[config.mk]
export PLATFORM = sky130hd
export DESIGN_NAME = park_bus_arbiter
export DESIGN_NICKNAME = d
export VERILOG_FILES = /design/src/rtl/park_arb_pkg.sv /design/src/rtl/park_rr_pick.sv /design/src/rtl/park_tenure_ctl.sv /design/src/rtl/park_grant_reg.sv /design/src/rtl/park_bus_arbiter.sv
export SDC_FILE = /design/constraint.sdc
export NUM_CORES = 1
export LEC_CHECK = 0
export BUFFER_PORTS_ARGS = -buffer_cell sky130_fd_sc_hd__clkbuf_2
export CAP_MARGIN = 30
export CORE_AREA = 2 2 39 41
export CTS_CLUSTER_SIZE = 20
export DETAILED_ROUTE_END_ITERATION = 10
export DIE_AREA = 0 0 41 43
export GPL_ROUTABILITY_DRIVEN = 0
export GPL_TIMING_DRIVEN = 0
export PLACE_DENSITY = 0.64
export RECOVER_POWER = 100
export SYNTH_ARGS = -nofsm -noshare
export SYNTH_HDL_FRONTEND = slang
export SYNTH_SLANG_ARGS = --single-unit
[constraint.sdc]
create_clock -name clk_i -period 1.5 [get_ports clk_i]
set_clock_uncertainty 0.05 [all_clocks]
set_input_delay 0.225 -clock clk_i [delete_from_list [all_inputs] [get_ports clk_i]]
set_output_delay 0.225 -clock clk_i [all_outputs]
set_load 0.1 [all_outputs]
[src/rtl/park_arb_pkg.sv]
package park_arb_pkg;
  typedef enum logic [1:0] {
    ARB_EMPTY  = 2'd0,  // after reset, nothing granted yet
    ARB_PARKED = 2'd1,  // grant held with no active tenure
    ARB_HELD   = 2'd2   // tenure active until release
  } arb_state_e;
endpackage

[src/rtl/park_rr_pick.sv]
module park_rr_pick #(
  parameter int unsigned N_MASTERS = 4,
  parameter int unsigned IDX_W     = 2
) (
  input  logic [N_MASTERS-1:0] req_i,
  input  logic [IDX_W-1:0]     last_i,
  output logic                 valid_o,
  output logic [IDX_W-1:0]     idx_o
);
  // descending scan so the nearest candidate after last_i wins
  always_comb begin
    valid_o = 1'b0;
    idx_o   = last_i;
    for (int k = N_MASTERS; k >= 1; k--) begin
      int cand;
      cand = int'(last_i) + k;
      if (cand >= int'(N_MASTERS)) cand = cand - int'(N_MASTERS);
      if (req_i[cand]) begin
        valid_o = 1'b1;
        idx_o   = IDX_W'(cand);
      end
    end
  end
endmodule

[src/rtl/park_tenure_ctl.sv]
module park_tenure_ctl
  import park_arb_pkg::*;
(
  input  logic       clk_i,
  input  logic       rst_ni,
  input  logic       any_req_i,
  input  logic       release_i,
  output logic       load_o,
  output arb_state_e state_o
);
  arb_state_e state_q, state_d;

  assign load_o = (state_q != ARB_HELD) || release_i;

  always_comb begin
    state_d = state_q;
    if (load_o) state_d = any_req_i ? ARB_HELD : ARB_PARKED;
  end

  always_ff @(posedge clk_i or negedge rst_ni) begin
    if (!rst_ni) state_q <= ARB_EMPTY;
    else         state_q <= state_d;
  end

  assign state_o = state_q;

  assert_held_until_release_R4: assert property (@(posedge clk_i) disable iff (!rst_ni)
    (state_q == ARB_HELD && !release_i) |=> (state_q == ARB_HELD));
endmodule

[src/rtl/park_grant_reg.sv]
module park_grant_reg #(
  parameter int unsigned N_MASTERS = 4,
  parameter int unsigned IDX_W     = 2
) (
  input  logic                 clk_i,
  input  logic                 rst_ni,
  input  logic                 load_i,
  input  logic                 pick_valid_i,
  input  logic [IDX_W-1:0]     pick_idx_i,
  output logic [N_MASTERS-1:0] grant_o,
  output logic [IDX_W-1:0]     owner_o
);
  logic [IDX_W-1:0]     owner_q, owner_d;
  logic [N_MASTERS-1:0] grant_q, grant_d;

  assign owner_d = (load_i && pick_valid_i) ? pick_idx_i : owner_q;

  for (genvar g = 0; g < N_MASTERS; g++) begin : g_dec
    assign grant_d[g] = load_i ? (owner_d == IDX_W'(g)) : grant_q[g];
  end

  always_ff @(posedge clk_i or negedge rst_ni) begin
    if (!rst_ni) begin
      owner_q <= '0;
      grant_q <= '0;
    end else begin
      owner_q <= owner_d;
      grant_q <= grant_d;
    end
  end

  assign grant_o = grant_q;
  assign owner_o = owner_q;

  assert_owner_matches_grant_R2: assert property (@(posedge clk_i) disable iff (!rst_ni)
    (grant_q != '0) |-> grant_q[owner_q]);
endmodule

[src/rtl/park_bus_arbiter.sv]
module park_bus_arbiter
  import park_arb_pkg::*;
#(
  parameter  int unsigned N_MASTERS = 4,
  localparam int unsigned IDX_W     = (N_MASTERS > 1) ? $clog2(N_MASTERS) : 1
) (
  input  logic                 clk_i,
  input  logic                 rst_ni,
  input  logic [N_MASTERS-1:0] req_i,
  input  logic                 release_i,
  output logic [N_MASTERS-1:0] grant_o,
  output logic [IDX_W-1:0]     owner_o
);
  logic             load;
  logic             pick_valid;
  logic [IDX_W-1:0] pick_idx;
  arb_state_e       state;

  park_rr_pick #(.N_MASTERS(N_MASTERS), .IDX_W(IDX_W)) pick_i (
    .req_i   (req_i),
    .last_i  (owner_o),
    .valid_o (pick_valid),
    .idx_o   (pick_idx)
  );

  park_tenure_ctl ctl_i (
    .clk_i     (clk_i),
    .rst_ni    (rst_ni),
    .any_req_i (|req_i),
    .release_i (release_i),
    .load_o    (load),
    .state_o   (state)
  );

  park_grant_reg #(.N_MASTERS(N_MASTERS), .IDX_W(IDX_W)) greg_i (
    .clk_i        (clk_i),
    .rst_ni       (rst_ni),
    .load_i       (load),
    .pick_valid_i (pick_valid),
    .pick_idx_i   (pick_idx),
    .grant_o      (grant_o),
    .owner_o      (owner_o)
  );

  assert_grant_onehot_R2: assert property (@(posedge clk_i) disable iff (!rst_ni)
    $onehot0(grant_o));

  assert_tenure_stable_R4: assert property (@(posedge clk_i) disable iff (!rst_ni)
    (state == ARB_HELD && !release_i) |=> $stable(grant_o));

  assert_grant_to_requester_R3: assert property (@(posedge clk_i) disable iff (!rst_ni)
    ((state != ARB_HELD || release_i) && (req_i != '0)) |=> ((grant_o & $past(req_i)) != '0));

  assert_park_keeps_owner_R5: assert property (@(posedge clk_i) disable iff (!rst_ni)
    (state != ARB_EMPTY && req_i == '0) |=> $stable(grant_o));
endmodule

==> run_results.csv <==
group,metric,value,unit
synth,syn-num-nets,64,
critical_path,startpoint_type,"flop",
critical_path,cp.arrival,1.82,ns
critical_path,cpMaxStageDelayCell,"dfrtp_4",
global_route,grt_pass1_wl,2200,um
synth,synth.most_common_cell,"dfrtp_1",
critical_path,endpoint_kind,"flop",
floorplan,io_pins,13,
sta,finalHoldViolations,0,
sta,whs,0.255,ns
placement,place_hpwl,910,um
global_route,grt_max_degree,10,
synth,synth_edf_count,0,
status,failed_checks,"negative setup slack",
critical_path,critPathMaxFanout,6,
floorplan,initial_core_util,37.6,%
clocking,cts_sinks,8,
global_route,antenna_found_initial,0,
global_route,grt_pass1_vias,466,
sta,slew-limit-headroom,64.1,%
synth,ys_seq_area_share,38.5,%
finish,drive_above_1_share,44.3,%
synth,ys_types,31,
floorplan,die_h,43,um
synth,synth-warning-count,0,
synth,synth_common_cells,"dfrtp_1 (8), nor2_1 (7), o21ai_0 (6), a21oi_1 (4), nor2b_1 (3)",
sta,finalCriticalPeriod,1.73,ns
floorplan,die-area,1760,um^2
critical_path,critPathMaxStageDelay,0.51,ns
synth,yosysTopAreaCell,"dfrtp_1",
clocking,cts_made_buffers,3,
critical_path,startpoint,"greg_i.owner_o[0]$_DFF_PN0_",
floorplan,core_area,1380,um^2
job,max-cap-violations,0,
critical_path,crit_top_cell,"buf_6",
synth,synth-seq-cells,8,
sta,worst_slew_pin_slew,0.540,ns
finish,post-route-util,52.5,%
sta,slew_violations,0,
sta,rsz0062_at_grt,"yes",
placement,placed_cells,85,
clocking,cts_tree,"built",
critical_path,r2r-end,"greg_i.grant_o[3]$_DFFE_PN0N_",
synth,synth_top_flop_cell,"dfrtp_1",
critical_path,cp_data_required_time,1.58,ns
route,dr.first_iter.drc_count,5,
route,dr.pass1.iters,3,
finish,diodes,0,
placement,place_area,621,um^2
route,drcViolationCount,0,
synth,avgSynthCellArea,9.13,um^2
floorplan,dieWidth,41,um
clocking,clkLatencyLatePin,0.26,ns
placement,io_buffers,12,
sta,fin_ws,-0.233,ns
critical_path,cp-endpoint,"greg_i.grant_o[3]$_DFFE_PN0N_",
floorplan,fp-row-count,14,
status,status,"finished, violations left",
clocking,clk_path_buf_depth,2,
global_route,grt_overflow,0,
synth,synthCells,57,
finish,finalNonFillerCells,95,
route,routed_via_density,5.47,
route,via_count,520,
route,wl,1360,um
route,routedWlPerCell,14.3,um
sta,max_freq,0.577,GHz
sta,fin_crit_sh,116,%
critical_path,r2r-start,"greg_i.owner_o[0]$_DFF_PN0_",
finish,finalNetCount,87,
critical_path,cp_cell_sequence,"buf_4 > buf_6 > buf_6 > nand2b_4 > o211ai_1 > a21oi_2 > a32o_2",
route,detail-route-antenna-nets,0,
synth,netlist_top_cells_area,"dfrtp_1 (38%), o21ai_0 (5.8%), nor2_1 (5.0%)",
synth,netlist_area,520,um^2
global_route,track_usage,18.9,%
sta,setup_viol,6,
critical_path,rrSetupSlack,-0.23,ns
critical_path,worst_r2r_path_depth,7,
synth,async_flop_share,100,%
clocking,htree_levels,1,
hold_path,min-delay-path-class,"in2reg",
finish,area_growth,39.7,%
synth,synth_top_area_share,38.5,%
critical_path,crit_type,"reg2reg",
clocking,clk_pin_slew,0.06,ns
clocking,cts_root_buffer,"clkbuf_4",
finish,final_area,727,um^2
[flip-flops by register name, summed over array words and instances (netlist names)]
register and flops:
greg_i.grant_o 4, greg_i.owner_o 2, ctl_i.state_o 2
[routing by layer]
layer	up-vias	wire, um	GRT usage [%]
met5	-	0	0
met3	0	56	7.85
met2	9	624	26.3
met4	0	0	6.00
li1	258	-	-
met1	253	675	26.0
[stage by stage]
stage	setup slack (ns)	setup TNS, ns
3_3_place_gp	-0.197	-0.719
6_report	-0.233	-1.17
3_5_place_dp	-0.221	-0.959
5_1_grt	-0.299	-1.59
4_1_cts	-0.208	-0.738
2_1_floorplan	-0.301	-1.07
[critical path, delay by kind of cell (launching register included)]
kind                   cells  cell delay [ns]
AO/OA/AOI/OAI              3             0.56
AND/OR/NAND/NOR            1             0.13
buffers and inverters      3             0.36
flip-flops                 1             0.51
[worst min-delay path by stage]
stage,startpoint,endpoint,slack [ns],cells after the start
global route,req_i[0],greg_i.grant_o[0]$_DFFE_PN0N_,0.25,3
finish,release_i,greg_i.grant_o[2]$_DFFE_PN0N_,0.25,4
detailed placement,rst_ni,greg_i.grant_o[2]$_DFFE_PN0N_,0.03,1
floorplan,rst_ni,ctl_i.state_o[0]$_DFFE_PN0N_,-0.12,0
CTS,req_i[0],greg_i.grant_o[0]$_DFFE_PN0N_,0.24,3
global placement,rst_ni,greg_i.grant_o[2]$_DFFE_PN0N_,0.03,1
[cell families after synthesis]
logic type	synth area share [%]
flops	38.5
buf+inv	4.33
compound gates	25.0
simple gates	32.2
[area by class of cell]
class | instances | area, um^2
Fill cell | 148 | 657
Sequential cell | 8 | 208
Buffer | 2 | 15.0
Timing Repair Buffer | 18 | 116
Inverter | 2 | 7.51
Clock buffer | 4 | 26.3
Multi-Input combinational cell | 45 | 334
Tap cell | 16 | 20.0
[what timing repair did]
action                     4_1_cts  5_1_grt
pin swaps                        6        3
hold buffers                     1        0
setup endpoints to repair        6        7
hold endpoints to repair         8        0
gates resized for setup          7        4
setup buffers                    4        1
[placed cells by master, fill, tap and decap left out, types with 3 or more instances in the layout]
master and instances:
nor2_1 6, clkbuf_4 3, buf_6 3, dfrtp_1 6, o21ai_1 4, clkbuf_2 10
clkbuf_1 3, nor2b_1 3, buf_4 4, o21ai_0 3
Power is not shown: default switching activity piles up to over one toggle a cycle in this logic, so the estimate is an artifact.
